==> src/rtl/capwalk_pkg.sv <==
package capwalk_pkg;

  localparam int CFG_AW = 6;
  localparam logic [CFG_AW-1:0] HEAD_DW = 6'd13;
  localparam logic [7:0] LIST_FLOOR = 8'h40;
  localparam logic [2:0] MAX_CODE = 3'd5;

  typedef struct packed {
    logic clrAll;
    logic selHead;
    logic followHead;
    logic followNext;
    logic markCap;
    logic storeSup;
    logic storeCur;
  } walkCmd_t;

  typedef struct packed {
    logic idMatch;
    logic headBad;
    logic nextBad;
    logic hopLast;
  } walkFlag_t;

endpackage

==> src/rtl/capwalk_ctrl.sv <==
module capwalk_ctrl
  import capwalk_pkg::*;
(
  input  logic      clk,
  input  logic      rstN,
  input  logic      start,
  input  logic      rdValid,
  input  walkFlag_t flags,
  output walkCmd_t  cmd,
  output logic      rdReq,
  output logic      done
);

  typedef enum logic [1:0] {S_IDLE, S_ISSUE, S_WAIT, S_DONE} state_t;
  typedef enum logic [1:0] {P_HEAD, P_HDR, P_DCAP, P_DCTL} phase_t;

  state_t state, stateNxt;
  phase_t phase, phaseNxt;

  always_ff @(posedge clk) begin
    if (!rstN) begin
      state <= S_IDLE;
      phase <= P_HEAD;
    end else begin
      state <= stateNxt;
      phase <= phaseNxt;
    end
  end

  always_comb begin
    cmd      = '0;
    stateNxt = state;
    phaseNxt = phase;
    rdReq    = 1'b0;
    done     = 1'b0;
    unique case (state)
      S_IDLE: begin
        if (start) begin
          cmd.clrAll  = 1'b1;
          cmd.selHead = 1'b1;
          phaseNxt    = P_HEAD;
          stateNxt    = S_ISSUE;
        end
      end
      S_ISSUE: begin
        rdReq    = 1'b1;
        stateNxt = S_WAIT;
      end
      S_WAIT: begin
        if (rdValid) begin
          unique case (phase)
            P_HEAD: begin
              if (flags.headBad) stateNxt = S_DONE;
              else begin
                cmd.followHead = 1'b1;
                phaseNxt       = P_HDR;
                stateNxt       = S_ISSUE;
              end
            end
            P_HDR: begin
              if (flags.idMatch) begin
                cmd.markCap = 1'b1;
                phaseNxt    = P_DCAP;
                stateNxt    = S_ISSUE;
              end else if (flags.nextBad || flags.hopLast) begin
                stateNxt = S_DONE;
              end else begin
                cmd.followNext = 1'b1;
                stateNxt       = S_ISSUE;
              end
            end
            P_DCAP: begin
              cmd.storeSup = 1'b1;
              phaseNxt     = P_DCTL;
              stateNxt     = S_ISSUE;
            end
            default: begin
              cmd.storeCur = 1'b1;
              stateNxt     = S_DONE;
            end
          endcase
        end
      end
      default: begin
        done     = 1'b1;
        stateNxt = S_IDLE;
      end
    endcase
  end


  single_req_chk: assert property (@(posedge clk) disable iff (!rstN)
    rdReq |=> !rdReq);


  single_done_chk: assert property (@(posedge clk) disable iff (!rstN)
    done |=> !done);


  done_quiet_chk: assert property (@(posedge clk) disable iff (!rstN)
    done |-> !rdReq);

endmodule

==> src/rtl/capwalk_dp.sv <==
module capwalk_dp
  import capwalk_pkg::*;
#(
  parameter int HOP_LIMIT = 48,
  parameter int PAY_W = 13,
  parameter logic [7:0] PCIE_ID = 8'h10
) (
  input  logic              clk,
  input  logic              rstN,
  input  walkCmd_t          cmd,
  input  logic [31:0]       rdData,
  output walkFlag_t         flags,
  output logic [CFG_AW-1:0] rdAddr,
  output logic              found,
  output logic [7:0]        capOffset,
  output logic [PAY_W-1:0]  payloadSup,
  output logic [PAY_W-1:0]  payloadCur,
  output logic              payloadErr
);

  localparam int HOP_W = (HOP_LIMIT > 1) ? $clog2(HOP_LIMIT) : 1;
  localparam logic [HOP_W-1:0] HOP_END = HOP_W'(HOP_LIMIT - 1);

  logic [CFG_AW-1:0] addrReg;
  logic [HOP_W-1:0]  hopCnt;
  logic [7:0]        capOffReg;
  logic [2:0]        supCode, curCode;
  logic              foundReg;
  logic [7:0]        headPtr, nextPtr;

  assign headPtr = {rdData[7:2], 2'b00};
  assign nextPtr = {rdData[15:10], 2'b00};

  assign flags.idMatch = (rdData[7:0] == PCIE_ID);
  assign flags.headBad = (headPtr < LIST_FLOOR);
  assign flags.nextBad = (nextPtr < LIST_FLOOR);
  assign flags.hopLast = (hopCnt == HOP_END);

  always_ff @(posedge clk) begin
    if (!rstN) begin
      addrReg   <= '0;
      hopCnt    <= '0;
      capOffReg <= '0;
      supCode   <= '0;
      curCode   <= '0;
      foundReg  <= 1'b0;
    end else begin
      if (cmd.clrAll) begin
        hopCnt    <= '0;
        capOffReg <= '0;
        supCode   <= '0;
        curCode   <= '0;
        foundReg  <= 1'b0;
      end
      if (cmd.selHead) addrReg <= HEAD_DW;
      if (cmd.followHead) begin
        addrReg <= headPtr[7:2];
        hopCnt  <= '0;
      end
      if (cmd.followNext) begin
        addrReg <= nextPtr[7:2];
        hopCnt  <= hopCnt + 1'b1;
      end
      if (cmd.markCap) begin
        capOffReg <= {addrReg, 2'b00};
        addrReg   <= addrReg + 1'b1;
      end
      if (cmd.storeSup) begin
        supCode <= rdData[2:0];
        addrReg <= addrReg + 1'b1;
      end
      if (cmd.storeCur) begin
        curCode  <= rdData[7:5];
        foundReg <= 1'b1;
      end
    end
  end

  logic [2:0]       codeSel [2];
  logic [PAY_W-1:0] payOut  [2];
  assign codeSel[0] = supCode;
  assign codeSel[1] = curCode;

  for (genvar g = 0; g < 2; g++) begin : g_pay
    assign payOut[g] = (foundReg && codeSel[g] <= MAX_CODE)
                     ? (PAY_W'(1) << ({1'b0, codeSel[g]} + 4'd7)) : '0;
  end

  assign rdAddr     = addrReg;
  assign found      = foundReg;
  assign capOffset  = capOffReg;
  assign payloadSup = payOut[0];
  assign payloadCur = payOut[1];
  assign payloadErr = foundReg && (supCode > MAX_CODE || curCode > MAX_CODE);


  hop_bound_chk: assert property (@(posedge clk) disable iff (!rstN)
    hopCnt <= HOP_END);


  cap_align_chk: assert property (@(posedge clk) disable iff (!rstN)
    found |-> (capOffset >= LIST_FLOOR && capOffset[1:0] == 2'b00));


  found_hold_chk: assert property (@(posedge clk) disable iff (!rstN)
    (found && !cmd.clrAll) |=> found);

endmodule

==> src/rtl/expcap_walker.sv <==
module expcap_walker
  import capwalk_pkg::*;
#(
  parameter int HOP_LIMIT = 48,
  parameter int PAY_W = 13,
  parameter logic [7:0] PCIE_ID = 8'h10
) (
  input  logic              clk,
  input  logic              rstN,
  input  logic              start,
  output logic              rdReq,
  output logic [CFG_AW-1:0] rdAddr,
  input  logic              rdValid,
  input  logic [31:0]       rdData,
  output logic              done,
  output logic              found,
  output logic [7:0]        capOffset,
  output logic [PAY_W-1:0]  payloadSup,
  output logic [PAY_W-1:0]  payloadCur,
  output logic              payloadErr
);

  walkCmd_t  cmd;
  walkFlag_t flags;

  capwalk_ctrl u_ctrl (
    .clk(clk), .rstN(rstN), .start(start), .rdValid(rdValid),
    .flags(flags), .cmd(cmd), .rdReq(rdReq), .done(done)
  );

  capwalk_dp #(.HOP_LIMIT(HOP_LIMIT), .PAY_W(PAY_W), .PCIE_ID(PCIE_ID)) u_dp (
    .clk(clk), .rstN(rstN), .cmd(cmd), .rdData(rdData), .flags(flags),
    .rdAddr(rdAddr), .found(found), .capOffset(capOffset),
    .payloadSup(payloadSup), .payloadCur(payloadCur), .payloadErr(payloadErr)
  );


  addr_range_chk: assert property (@(posedge clk) disable iff (!rstN)
    rdReq |-> (rdAddr == HEAD_DW || rdAddr >= LIST_FLOOR[7:2]));

endmodule

==> config.mk <==
export PLATFORM = sky130hd
export DESIGN_NAME = expcap_walker
export DESIGN_NICKNAME = d
export VERILOG_FILES = /design/src/rtl/capwalk_pkg.sv /design/src/rtl/capwalk_ctrl.sv /design/src/rtl/capwalk_dp.sv /design/src/rtl/expcap_walker.sv
export SDC_FILE = /design/constraint.sdc
export NUM_CORES = 1
export LEC_CHECK = 0
export BUFFER_PORTS_ARGS = -buffer_cell sky130_fd_sc_hd__buf_2
export CAP_MARGIN = 20
export CORE_MARGIN = 5
export CORE_UTILIZATION = 30
export CTS_BUF_LIST = sky130_fd_sc_hd__clkbuf_2 sky130_fd_sc_hd__clkbuf_4 sky130_fd_sc_hd__clkbuf_8
export CTS_CLUSTER_DIAMETER = 150
export DETAILED_ROUTE_END_ITERATION = 16
export REMOVE_ABC_BUFFERS = 1
export SLEW_MARGIN = 10
export SYNTH_ARGS = -nofsm -noshare
export SYNTH_HDL_FRONTEND = slang
export SYNTH_HIERARCHICAL = 1
export SYNTH_SLANG_ARGS = --single-unit
export TNS_END_PERCENT = 30
==> constraint.sdc <==
create_clock -name clk -period 3.6 [get_ports clk]
set_clock_uncertainty 0.2 [all_clocks]
set_input_delay 0.72 -clock clk [delete_from_list [all_inputs] [get_ports clk]]
set_output_delay 0.72 -clock clk [all_outputs]
set_load 0.01 [all_outputs]
# After elaboration in Yosys (flattened, before gate mapping)
# Cells that the tools add are included.
# totals
register_bits	29
in_bits	36
output_inout_bits	44
wordCells	92
# classes
addsub	4
magnitude_cmp	6
n_eq_ne	11
shift	2
muxes	44
reduce_logical	17
# ops
operator	n
6-bit 2-to-1 mux	8
13-bit 2-to-1 mux	2
1-bit by 4-bit left shift with 13-bit output, first input constant	2
2-bit 2-to-1 mux	12
2-bit one-hot mux with 3 select lines	3
8-bit by 7-bit less-than comparator with 1-bit output, second input constant	2
8-bit 2-to-1 mux	2
6-bit by 1-bit adder with 6-bit output, second input constant	2
1-bit 2-to-1 mux	11
5-bit 2-to-1 mux	2
3-bit 2-to-1 mux	3
3-bit by 3-bit adder with 4-bit output, second input constant	2
8-bit by 5-bit == test with 1-bit output, second input constant	1
2-bit nonzero test	4
6-bit == test, second input constant	1
3-bit > comparator, second input constant	2
3-bit <= comparator, second input constant	2
3-bit inequality test, second input constant	2
6-bit AND reduction	1
3-bit OR reduction	2
5-bit nonzero test	1
2-bit by 1-bit == test with 1-bit output, second input constant	2
2-bit == test, second input constant	2
2-bit zero test	2
7 further kinds	11

# Longest topological paths before layout
# logic_depth
word_depth	11
depth_mapped	10
mapped_depth_nobuf	9

# By module
# Netlist, hierarchy kept.
# by_module_without_submodules
module	instances	cells_per_inst	area_per_inst_um2	seq_area_each_um2
capwalk_dp	1	191	1514.0	500.5
capwalk_ctrl	1	44	345.3	80.1

# Least setup slack after synthesis
# Ideal clock, no wire load.
# synth_path
path_type	input-to-reg
startpoint	input port rdData[4]
endpoint	register u_dp.addrReg[0] (netlist: u_dp/rdAddr[0])
setup_ns	0.116
arrival_ns	2.537
required_time_ns	3.284
slack_ns	0.747
path_stages	9
n_path_buf	1
cell_sequence	nor4b_1 > and3_1 > nand2b_1 > nor4b_1 > buf_2 > inv_1 > o22ai_1 > nor2_1 > o211a_1
# synth_lines
element	line	text
start, declared	expcap_walker.sv:14	input logic [31:0] rdData,
end signal, assigned	capwalk_dp.sv:57	addrReg <= headPtr[7:2];
end signal, assigned	capwalk_dp.sv:61	addrReg <= nextPtr[7:2];
end signal, assigned	capwalk_dp.sv:66	addrReg <= addrReg + 1'b1;
end, declared	capwalk_dp.sv:24	logic [CFG_AW-1:0] addrReg;

==> results.json <==
{
  "outcome": "finished, final reports clean",
  "layout-drive-gt1-share": 0.214,
  "power_switching_mw": 0.172,
  "synth-xor-area-share": 0,
  "cts_max_level": 2,
  "yosys.area.top_type": "dfxtp_1",
  "synth.distinct_cells": 46,
  "synth_area_leaders": "dfxtp_1 (31%), nor2b_1 (7.1%), buf_4 (6.9%)",
  "start_util": 0.310,
  "irDropWorstVdd_mv": 0.135,
  "synthMuxAreaShare": 0.00538,
  "p_clk_frac": 0.390,
  "worst_path_max_delay_cell": "nor3_1",
  "p_comb_frac": 0.119,
  "max_freq_mhz": 366,
  "area_delta_synth_final_pct": 17.7,
  "ys_seq_area_frac": 0.312,
  "die_h_um": 88.7,
  "placementRows": 28,
  "cts_sinks": 29,
  "crit_required_ps": 3620,
  "ys_ff_latch": 29,
  "place_congestion": 0.838,
  "path_common_cell": "o21ai_0",
  "via_count": 1689,
  "antenna_found_initial": 0,
  "synth_commonest_cells": "dfxtp_1 (29), nor2b_1 (21), a21oi_1 (20), buf_4 (17), nand2_1 (16)",
  "worst_slack_ps": 869,
  "p_per_area_mw_per_mm2": 316,
  "cpLargestDelayFamily": "simple AND/OR/NAND/NOR gates",
  "wl_mm": 4.52,
  "period_share": 0.759,
  "wl_per_cell_um": 12.7,
  "drv_cap": 0,
  "leakage_nw": 0.922,
  "swShare": 0.249,
  "end_kind": "flip-flop",
  "pwr-share-seq": 0.491,
  "postSynthAreaPerCell_sq_um": 7.91,
  "yosysMostFrequentCell": "dfxtp_1",
  "io_buffer_count": 45,
  "grt_pass1_vias": 1478,
  "ys_warn_count": 6,
  "clk_latency_ps": 270,
  "core-area_sq_mm": 0.00599,
  "tightest_slew_ps": 706,
  "rsz0062_at_grt": "no",
  "cts_root_buf": "clkbuf_8",
  "synth_top_cell_area_share": 0.312,
  "postRouteAntennaNets": 0,
  "hold_buffers": 0,
  "max-clock-path-buffers": 2,
  "cts_buffers": 5,
  "grt_start_max_net_pins": 33,
  "cts_resized": 0,
  "synth_top_flop_cell": "dfxtp_1",
  "place_ws_ps": 574,
  "viasPerCell": 4.76,
  "critical_path_class": "in -> reg",
  "critPathMaxStageDelay_ps": 520,
  "hold_viol_final": 0,
  "cts_tree": "done",
  "p_int_mw": 0.519,
  "async_flop_share": 0,
  "grt_usage": 0.116,
  "synthAdderAreaFrac": 0.0471,
  "antenna_cells": 0,
  "overflow": 0,
  "min_path_type": "reg -> reg",
  "fin_nets": 323,
  "holdWs_ps": 312,
  "period_minus_slack_ps": 2730,
  "setup_tns_ps": 0,
  "synth_top_family_by_area": "simple AND/OR/NAND/NOR gates",
  "drc_errors": 0,
  "finalSetupViolCount": 0,
  "dpl.hpwl_mm": 3.41,
  "cts_setup_buffers": 0,
  "io_pins": 80,
  "grt_pass1_wl_mm": 7.07,
  "die_w_um": 88.7,
  "synth_edf_count": 0,
  "path_buf_inv": 2,
  "synthSimpleGateAreaFrac": 0.361,
  "relSlewSlack": 0.526,
  "synth_compound_area_frac": 0.166,
  "synthCells": 235,
  "path_clk_slew_ps": 60,
  "final_util": 0.365,
  "start_kind": "input port",
  "worstPathArrival_ps": 2750,
  "dr.pass1.iters": 7,
  "dr.first_iter.drc_count": 134,
  "path_cells": "buf_2 -> nor4b_1 -> and3_1 -> nand2b_1 -> nor4b_2 -> buf_4 -> nor3_1 -> o21ai_0 -> o21ai_0 -> and2_1",
  "die-area_sq_mm": 0.00787,
  "syn_area_sq_mm": 0.00186,
  "maxSlewViolCount": 0,
  "crit_fanout": 14
}
==> worst register-to-register path: stages (launching register included) <==
cell and delay, ps:
dfxtp_1 360, ha_1 210, nand3_1 130, nor3_1 180, nor2_1 90, nor4b_2 180, buf_4 200, nor3_1 520
o21ai_0 170, o21ai_0 90, and2_1 140
==> metal layers <==
layer	vias up	global-route usage	routed length, um
li1	884	-	-
met1	746	0.156	2090
met2	54	0.176	2010
met5	-	0	0
met3	5	0.0345	369
met4	0	0.0412	46
==> final timing paths <==
check	to	slack [ps]	startpoint	cells past startpoint
max reg2reg	u_dp/hopCnt[2]	1080	u_dp/hopCnt[0]	10
min	u_ctrl/phase[0]	310	u_ctrl/phase[0]	2
max	u_dp/hopCnt[2]	870	rdData[2]	10
min reg2reg	u_ctrl/phase[0]	310	u_ctrl/phase[0]	2
==> power by group through the flow <==
stage | logic, mW | clock network, mW | registers [mW]
finish | 0.0822 | 0.269 | 0.339
global route | 0.0931 | 0.299 | 0.340
CTS | 0.0827 | 0.281 | 0.339
detailed placement | 0.0823 | 0 | 0.346
global placement | 0.0822 | 0 | 0.346
floorplan | 0.0446 | 0 | 0.346
==> per-stage QoR <==
stage	area (sq um)	std cells	total power, mW
after detailed placement	2100	348	0.428
after global routing	2190	355	0.732
after floorplan	1740	224	0.390
after CTS	2190	355	0.703
after global placement	2100	348	0.428
final	2190	355	0.691
==> flip-flops by register name, summed over array words and instances, names as in the netlist <==
signal	count
u_ctrl/phase	2
u_ctrl/state	2
u_dp/capOffset	6
u_dp/curCode	3
u_dp/found	1
u_dp/hopCnt	6
u_dp/rdAddr	6
u_dp/supCode	3
==> cell usage in the layout, fill, tap and decap left out, types with 8 or more instances in the layout <==
cell	n
buf_2	45
dfxtp_1	29
nor2b_1	21
a21oi_1	20
nand2_1	16
conb_1	16
nor2_1	15
nor3b_1	15
nand2b_1	9
nor3_1	9
o21ai_0	8
==> cells by family after synthesis <==
family / after synthesis
mux: 1
flops: 29
fa+ha+maj: 7
compound gates: 49
buf+inv: 33
simple gates: 115
other cells: 1
==> layout make-up <==
type                            instances  area (sq um)
Clock buffer                            7          90.1
Fill cell                             646          3800
Inverter                                7          26.3
Multi-Input combinational cell        188          1140
Sequential cell                        29           581
Tap cell                               75          93.8
Timing Repair Buffer                   49           255
(Power assumes the default switching activity.)
